## src/rtl/spi_cmd_pkg.sv

```systemverilog
// Package: opcode constants, instruction classes and classification helpers
// shared by the decision logic. Assumes 8-bit opcodes sent MSB first.
package spi_cmd_pkg;

    localparam int OP_W = 8;

    localparam logic [OP_W-1:0] OPC_SET_WEL  = 8'h06;
    localparam logic [OP_W-1:0] OPC_CLR_WEL  = 8'h04;
    localparam logic [OP_W-1:0] OPC_PROG     = 8'h02;
    localparam logic [OP_W-1:0] OPC_ERASE_SM = 8'h20;
    localparam logic [OP_W-1:0] OPC_ERASE_SC = 8'hD8;
    localparam logic [OP_W-1:0] OPC_ERASE_AL = 8'hC7;
    localparam logic [OP_W-1:0] OPC_STAT_WR  = 8'h01;
    localparam logic [OP_W-1:0] OPC_SUSPEND  = 8'h75;
    localparam logic [OP_W-1:0] OPC_RESUME   = 8'h7A;
    localparam logic [OP_W-1:0] OPC_STAT_RD  = 8'h05;
    localparam logic [OP_W-1:0] OPC_FLAG_RD  = 8'h70;

    typedef enum logic [3:0] {
        CL_NONE, CL_SET_WEL, CL_CLR_WEL, CL_PROG, CL_ERASE_SM, CL_ERASE_SC,
        CL_ERASE_AL, CL_STAT_WR, CL_SUSPEND, CL_RESUME, CL_READ
    } op_class_e;

    // Map an opcode to its class; unknown codes map to CL_NONE.
    function automatic op_class_e classify(input logic [OP_W-1:0] op);
        case (op)
            OPC_SET_WEL:              return CL_SET_WEL;
            OPC_CLR_WEL:              return CL_CLR_WEL;
            OPC_PROG:                 return CL_PROG;
            OPC_ERASE_SM:             return CL_ERASE_SM;
            OPC_ERASE_SC:             return CL_ERASE_SC;
            OPC_ERASE_AL:             return CL_ERASE_AL;
            OPC_STAT_WR:              return CL_STAT_WR;
            OPC_SUSPEND:              return CL_SUSPEND;
            OPC_RESUME:               return CL_RESUME;
            OPC_STAT_RD, OPC_FLAG_RD: return CL_READ;
            default:                  return CL_NONE;
        endcase
    endfunction

    // Operations that may be paused by a suspend instruction.
    function automatic logic can_pause(input op_class_e c);
        return (c == CL_PROG) || (c == CL_ERASE_SM) || (c == CL_ERASE_SC);
    endfunction

endpackage

```

## src/rtl/spi_bit_capture.sv

```systemverilog
// Module: spi_bit_capture
// Samples the serial clock, chip select and data on the system clock.
// Counts serial clock rising edges modulo the opcode width while chip
// select is low and latches the first opcode-width bits as the opcode.
// Assumes sclk is at most a quarter of clk so each level is seen twice.
module spi_bit_capture
    import spi_cmd_pkg::*;
#(
    parameter int W = OP_W
) (
    input  logic         clk,
    input  logic         rst_n,
    input  logic         sclk,
    input  logic         cs_n,
    input  logic         sdi,
    output logic         cs_rise,
    output logic         byte_seen,
    output logic         aligned,
    output logic [W-1:0] opcode
);
    localparam int CW = $clog2(W);

    logic          sclk_q;
    logic          cs_q;
    logic [CW-1:0] bit_cnt;
    logic [W-2:0]  shreg;
    logic          sclk_edge;
    logic          cs_fall;

    assign sclk_edge = sclk & ~sclk_q & ~cs_n;
    assign cs_fall   = ~cs_n & cs_q;
    assign cs_rise   = cs_n & ~cs_q;
    assign aligned   = (bit_cnt == '0);

    // Edge history of the serial clock and chip select.
    always_ff @(posedge clk) begin
        if (!rst_n) begin
            sclk_q <= 1'b0;
            cs_q   <= 1'b1;
        end else begin
            sclk_q <= sclk;
            cs_q   <= cs_n;
        end
    end

    // Bit counter, shift register and opcode capture for one transaction.
    always_ff @(posedge clk) begin
        if (!rst_n) begin
            bit_cnt   <= '0;
            byte_seen <= 1'b0;
            shreg     <= '0;
            opcode    <= '0;
        end else if (cs_fall) begin
            bit_cnt   <= '0;
            byte_seen <= 1'b0;
        end else if (sclk_edge) begin
            shreg <= {shreg[W-3:0], sdi};
            if (bit_cnt == CW'(W - 1)) begin
                bit_cnt   <= '0;
                byte_seen <= 1'b1;
                if (!byte_seen) opcode <= {shreg, sdi};
            end else begin
                bit_cnt <= bit_cnt + 1'b1;
            end
        end
    end

endmodule

```

## src/rtl/spi_busy_timer.sv

```systemverilog
// Module: spi_busy_timer
// Counts down a loaded duration while not held. Busy is high from the
// load cycle until the count expires. Assumes load values of at least 1.
module spi_busy_timer #(
    parameter int CNT_W = 16
) (
    input  logic             clk,
    input  logic             rst_n,
    input  logic             start,
    input  logic [CNT_W-1:0] load,
    input  logic             hold,
    output logic             busy,
    output logic             ending
);
    logic [CNT_W-1:0] cnt;

    assign ending = busy & ~hold & (cnt == CNT_W'(1));

    // Load, count down, and clear busy on the final count.
    always_ff @(posedge clk) begin
        if (!rst_n) begin
            busy <= 1'b0;
            cnt  <= '0;
        end else if (start) begin
            busy <= 1'b1;
            cnt  <= load;
        end else if (ending) begin
            busy <= 1'b0;
            cnt  <= '0;
        end else if (busy && !hold) begin
            cnt <= cnt - 1'b1;
        end
    end

endmodule

```

## src/rtl/spi_cmd_decide.sv

```systemverilog
// Module: spi_cmd_decide
// At each chip-select rise that follows a complete opcode, decides whether
// the instruction commits, is rejected or is ignored. Owns the write latch,
// the suspend flag and the class of the running operation. Assumes busy
// and ending come from spi_busy_timer.
module spi_cmd_decide
    import spi_cmd_pkg::*;
#(
    parameter int CNT_W    = 16,
    parameter int PROG_CYC = 1000,
    parameter int SM_CYC   = 2000,
    parameter int SC_CYC   = 4000,
    parameter int AL_CYC   = 8000,
    parameter int STAT_CYC = 500
) (
    input  logic             clk,
    input  logic             rst_n,
    input  logic             cs_rise,
    input  logic             byte_seen,
    input  logic             aligned,
    input  logic [OP_W-1:0]  opcode,
    input  logic             busy,
    input  logic             ending,
    output logic             commit,
    output logic [OP_W-1:0]  commit_op,
    output logic             reject,
    output logic             wel,
    output logic             suspended,
    output logic             start,
    output logic [CNT_W-1:0] load
);
    op_class_e cls;
    op_class_e kind;
    op_class_e nxt_kind;
    logic      do_commit;
    logic      do_reject;
    logic      nxt_wel;
    logic      nxt_susp;
    logic      active;

    // Duration of each long operation in system clocks.
    function automatic logic [CNT_W-1:0] dur(input op_class_e c);
        case (c)
            CL_PROG:     return CNT_W'(PROG_CYC);
            CL_ERASE_SM: return CNT_W'(SM_CYC);
            CL_ERASE_SC: return CNT_W'(SC_CYC);
            CL_ERASE_AL: return CNT_W'(AL_CYC);
            default:     return CNT_W'(STAT_CYC);
        endcase
    endfunction

    assign cls    = classify(opcode);
    assign active = busy & ~suspended;

    // Acceptance decision and next state for the latch, suspend and kind.
    always_comb begin
        do_commit = 1'b0;
        do_reject = 1'b0;
        start     = 1'b0;
        load      = '0;
        nxt_wel   = wel;
        nxt_susp  = suspended;
        nxt_kind  = kind;
        if (cs_rise && byte_seen) begin
            case (cls)
                CL_SET_WEL, CL_CLR_WEL: begin
                    if (!aligned) do_reject = 1'b1;
                    else if (!active) begin
                        do_commit = 1'b1;
                        nxt_wel   = (cls == CL_SET_WEL);
                    end
                end
                CL_PROG, CL_ERASE_SM, CL_ERASE_SC, CL_ERASE_AL, CL_STAT_WR: begin
                    if (!aligned) do_reject = 1'b1;
                    else if (!busy) begin
                        if (!wel) do_reject = 1'b1;
                        else begin
                            do_commit = 1'b1;
                            nxt_wel   = 1'b0;
                            start     = 1'b1;
                            load      = dur(cls);
                            nxt_kind  = cls;
                        end
                    end
                end
                CL_SUSPEND: begin
                    if (!aligned) do_reject = 1'b1;
                    else if (active && !ending && can_pause(kind)) begin
                        do_commit = 1'b1;
                        nxt_susp  = 1'b1;
                    end
                end
                CL_RESUME: begin
                    if (!aligned) do_reject = 1'b1;
                    else if (suspended) begin
                        do_commit = 1'b1;
                        nxt_susp  = 1'b0;
                    end
                end
                default: ;
            endcase
        end
    end

    // Register strobes and state.
    always_ff @(posedge clk) begin
        if (!rst_n) begin
            commit    <= 1'b0;
            reject    <= 1'b0;
            commit_op <= '0;
            wel       <= 1'b0;
            suspended <= 1'b0;
            kind      <= CL_NONE;
        end else begin
            commit    <= do_commit;
            reject    <= do_reject;
            if (do_commit) commit_op <= opcode;
            wel       <= nxt_wel;
            suspended <= nxt_susp;
            kind      <= nxt_kind;
        end
    end

endmodule

```

## src/rtl/spi_cmd_accept.sv

```systemverilog
// Module: spi_cmd_accept (top)
// Command acceptance front end of a serial flash model: opcode capture,
// byte-boundary commit rule, write latch, busy timing and suspend/resume.
// Assumes serial inputs already in the clk domain and sclk <= clk/4.
module spi_cmd_accept
    import spi_cmd_pkg::*;
#(
    parameter int CNT_W    = 16,
    parameter int PROG_CYC = 1000,
    parameter int SM_CYC   = 2000,
    parameter int SC_CYC   = 4000,
    parameter int AL_CYC   = 8000,
    parameter int STAT_CYC = 500
) (
    input  logic            clk,
    input  logic            rst_n,
    input  logic            sclk,
    input  logic            cs_n,
    input  logic            sdi,
    output logic            commit,
    output logic [OP_W-1:0] commit_op,
    output logic            reject,
    output logic            busy,
    output logic            suspended,
    output logic            wip,
    output logic            wel
);
    logic             cs_rise;
    logic             byte_seen;
    logic             aligned;
    logic [OP_W-1:0]  opcode;
    logic             start;
    logic [CNT_W-1:0] load;
    logic             ending;

    spi_bit_capture #(.W(OP_W)) u_cap (
        .clk(clk), .rst_n(rst_n), .sclk(sclk), .cs_n(cs_n), .sdi(sdi),
        .cs_rise(cs_rise), .byte_seen(byte_seen), .aligned(aligned),
        .opcode(opcode)
    );

    spi_cmd_decide #(
        .CNT_W(CNT_W), .PROG_CYC(PROG_CYC), .SM_CYC(SM_CYC),
        .SC_CYC(SC_CYC), .AL_CYC(AL_CYC), .STAT_CYC(STAT_CYC)
    ) u_dec (
        .clk(clk), .rst_n(rst_n), .cs_rise(cs_rise), .byte_seen(byte_seen),
        .aligned(aligned), .opcode(opcode), .busy(busy), .ending(ending),
        .commit(commit), .commit_op(commit_op), .reject(reject), .wel(wel),
        .suspended(suspended), .start(start), .load(load)
    );

    spi_busy_timer #(.CNT_W(CNT_W)) u_tmr (
        .clk(clk), .rst_n(rst_n), .start(start), .load(load),
        .hold(suspended), .busy(busy), .ending(ending)
    );

    assign wip = busy & ~suspended;

endmodule

```

## config.mk

```make
export PLATFORM = sky130hd
export DESIGN_NAME = spi_cmd_accept
export DESIGN_NICKNAME = d
export VERILOG_FILES = /design/src/rtl/spi_cmd_pkg.sv /design/src/rtl/spi_bit_capture.sv /design/src/rtl/spi_busy_timer.sv /design/src/rtl/spi_cmd_decide.sv /design/src/rtl/spi_cmd_accept.sv
export SDC_FILE = /design/constraint.sdc
export NUM_CORES = 1
export LEC_CHECK = 0
export BUFFER_PORTS_ARGS = -buffer_cell sky130_fd_sc_hd__buf_4
export CELL_PAD_IN_SITES_DETAIL_PLACEMENT = 0
export CELL_PAD_IN_SITES_GLOBAL_PLACEMENT = 2
export CORE_ASPECT_RATIO = 1.1
export CORE_MARGIN = 3
export CORE_UTILIZATION = 40
export CTS_CLUSTER_DIAMETER = 150
export DETAILED_ROUTE_END_ITERATION = 16
export PLACE_DENSITY = 0.86
export SYNTH_ARGS = -nofsm -noshare
export SYNTH_HDL_FRONTEND = slang
export SYNTH_HIERARCHICAL = 1
export SYNTH_SLANG_ARGS = --single-unit
```

## constraint.sdc

```tcl
create_clock -name clk -period 7.1 [get_ports clk]
set_clock_uncertainty 0.15 [all_clocks]
set_input_delay 1.42 -clock clk [delete_from_list [all_inputs] [get_ports clk]]
set_output_delay 1.42 -clock clk [all_outputs]
set_load 0.005 [all_outputs]
```

==> results.yml <==
status:
  run_status: "finished, final reports clean"
sta:
  tightest_slew_ns: 1.12
  slew_viol_final: 0
  max_freq_mhz: 296
  finalCritPeriodShare_pct: 47.6
  hold_viol_final: 0
  fin_setup_tns_ns: 0
  rsz0062_at_grt: "no"
  relSlewSlack_pct: 24.1
  setup-violations-final: 0
  layout_setup_ws_ns: 3.72
  period_needed_ns: 3.38
power:
  ir_worst_vdd_v: 0.0000793
  p_clk_share_pct: 37.3
  power.internal_uw: 398
  p_leak_nw: 1.15
  p_comb_share_pct: 2.8
  powerDensity_nw_per_um2: 152
  seqPwrFrac_pct: 60.0
  swShare_pct: 21.6
  p_sw_uw: 110
yosys:
  synth_common_cells: "dfxtp_1 (54), nand2_1 (49), nor2_1 (23)"
  yosysWarnings: 6
  synth_top_area_cell: "dfxtp_1"
  netlist_top_cells_area: "dfxtp_1 (34%), nand2_1 (5.9%), mux2i_1 (3.5%)"
  syn_avg_cell_area_um2: 8.59
  synth_seq_area_share_pct: 34.5
  synth_area_um2: 3140
  synth-async-reset-ratio_pct: 0
  ys_ff_latch: 54
  ys_types: 70
  synth_flop_cell: "dfxtp_1"
  synth_most_common_cell: "dfxtp_1"
  synth_cells: 365
  synth_edf_count: 0
  synth_top_area_share_pct: 34.5
cts:
  cts_buffers: 5
  cts_tree: "yes"
  postCtsHoldBufs: 0
  cts_setup_buffers: 0
  cts.path.max_buffers: 2
  cts_resized: 0
  htreeDepth: 2
  clock_latency_ns: 0.30
  path_clk_slew_ns: 0.09
  cts_root_buf: "clkbuf_8"
  clock_sinks: 54
worst_hold_path:
  hold_path.class: "register to register"
  min_path_cells: 2
  worstHoldStart: "u_dec/commit_op[0]"
  worstHoldEndpoint: "u_dec/commit_op[0]"
setup_path:
  reg2reg_to: "u_dec/commit_op[2]"
  worst-setup-path-type: "input pin to register"
  path_cells: "buf_4 -> nor2b_1 -> and3_1 -> nand3_1 -> a21o_4 -> clkinv_4 -> or3b_2 -> o21ai_0"
  r2r_cells: 9
  cp.depth: 8
  crit_family: "simple AND/OR/NAND/NOR gates"
  cp_max_fo: 42
  cp_slowest_stage_delay_ns: 0.62
  worst_setup_path_end_kind: "register"
  arrival_ns: 3.47
  reg2reg_setup_slack_ns: 3.95
  cp-start-kind: "input pin"
  reg2reg_from: "u_tmr/busy"
  cpMaxStageDelayCell: "or3b_2"
  crit_buf_inv: 2
  required_ns: 7.19
final_layout:
  antennaDiodeCount: 0
  drive_above_1_share_pct: 15.1
  nets: 379
  area_delta_synth_final_pct: 6.27
floorplanning:
  start_util_pct: 41.5
  rows: 33
  die_w_um: 90.4
  coreArea_um2: 7560
  die_height_um: 98.9
  io_pins: 19
  die_area_um2: 8940
placed_design:
  hpwl_um: 4780
  place_ws_ns: 3.41
  place_congestion: 0.763
  port-buffer-count: 18
routing:
  drt_wl_total_um: 6720
  via_per_inst: 5.24
  ant_nets: 0
  first_pass_iters: 4
  wl_per_cell_um: 14.2
  num_vias: 2491
  drc: 0
  drt_iter0_drc: 112
grt:
  grt_antenna_before_repair: 0
  grt_pass1_vias: 2380
  grt_overflow_total: 0
  grt_pass1_wl_um: 11500
  track_usage_pct: 15.8
  grt_max_degree: 50
flow_run:
  cap_violations: 0
placed cells by master (no fill, tap or decap), types with 5 or more instances in the layout:
cell,count
dfxtp_1,54
nand2_1,49
nor2_1,23
nand3_1,20
buf_4,18
and2_1,13
a21oi_1,13
mux2i_1,11
o21ai_1,11
inv_1,10
xor2_1,9
o31ai_1,9
clkbuf_8,7
nor2b_1,7
a21boi_0,7
o21ai_0,7
nand4_1,7
nor3b_1,5
ha_1,5
a21oi_2,5
conb_1,5
xnor2_1,5
power by group through the flow:
stage               sequential (mW)  clock [mW]  combinational (mW)
floorplan                     0.311           0              0.0118
global placement              0.312           0              0.0141
detailed placement            0.312           0              0.0145
CTS                           0.305       0.201              0.0145
global route                  0.305       0.211              0.0163
finish                        0.305       0.189              0.0141
cell families after synthesis:
logic type | Yosys count | synth area share, %
AO/OA/AOI/OAI | 76 | 17.1
XOR/XNOR | 14 | 3.91
adder cells (fa/ha/maj) | 5 | 2.00
buffers and inverters | 36 | 7.54
flip-flops | 54 | 34.5
multiplexers | 11 | 3.51
other | 1 | 0.120
AND/OR/NAND/NOR | 168 | 31.3
state kept, by name (all words and copies together), names as in the netlist:
signal and count:
u_tmr/cnt 16, u_cap/opcode 8, u_dec/commit_op 8, u_cap/shreg 7, u_dec/kind 4, u_cap/bit_cnt 3, u_cap/byte_seen 1, u_cap/cs_q 1
u_cap/sclk_q 1, u_dec/commit 1, u_dec/reject 1, u_dec/suspended 1, u_dec/wel 1, u_tmr/busy 1
through the flow:
stage          cells  utilization (%)  power, mW  hold slack [ns]  area (um2)
3_5_place_dp     467             42.7      0.326            0.307        3230
3_3_place_gp     467             42.7      0.326            0.300        3230
6_report         475             44.1      0.508            0.317        3330
4_1_cts          475             44.1      0.520            0.322        3330
2_1_floorplan    369                -      0.323            0.288        3150
5_1_grt          475             44.1      0.532            0.343        3330
worst min-delay path, delay by kind of cell (launching register included):
family,cells,cell delay [ns]
AND/OR/NAND/NOR,1,0.06
AO/OA/AOI/OAI,1,0.05
flip-flops,1,0.32
how the worst max path moves through the flow:
stage | startpoint | to | slack (ns)
6_report | cs_n | u_tmr/cnt[11] | 3.72
5_1_grt | cs_n | u_tmr/cnt[11] | 3.52
4_1_cts | cs_n | u_tmr/cnt[11] | 3.75
3_5_place_dp | cs_n | u_tmr/cnt[11] | 3.41
3_3_place_gp | cs_n | u_tmr/cnt[8] | 3.46
2_1_floorplan | cs_n | u_tmr/cnt[11] | 3.88
cell type report:
type	count	area [um2]
inverter	11	46.3
tap	105	131
clock buffer	7	96.3
timing repair buffer	18	135
multi-input combinational	279	1830
fill	799	4220
clock inverter	1	8.76
sequential	54	1080
layer usage:
| metal | vias to the layer above | share of wire, % | track usage [%] |
|---|---|---|---|
| met2 | 24 | 50 | 28.0 |
| met4 | 0 | 0.43 | 4.48 |
| li1 | 1289 | - | - |
| met1 | 1176 | 48 | 20.0 |
| met3 | 2 | 1.6 | 2.14 |
| met5 | - | 0 | 0 |
Note: power is estimated with default switching activity, not from simulation.
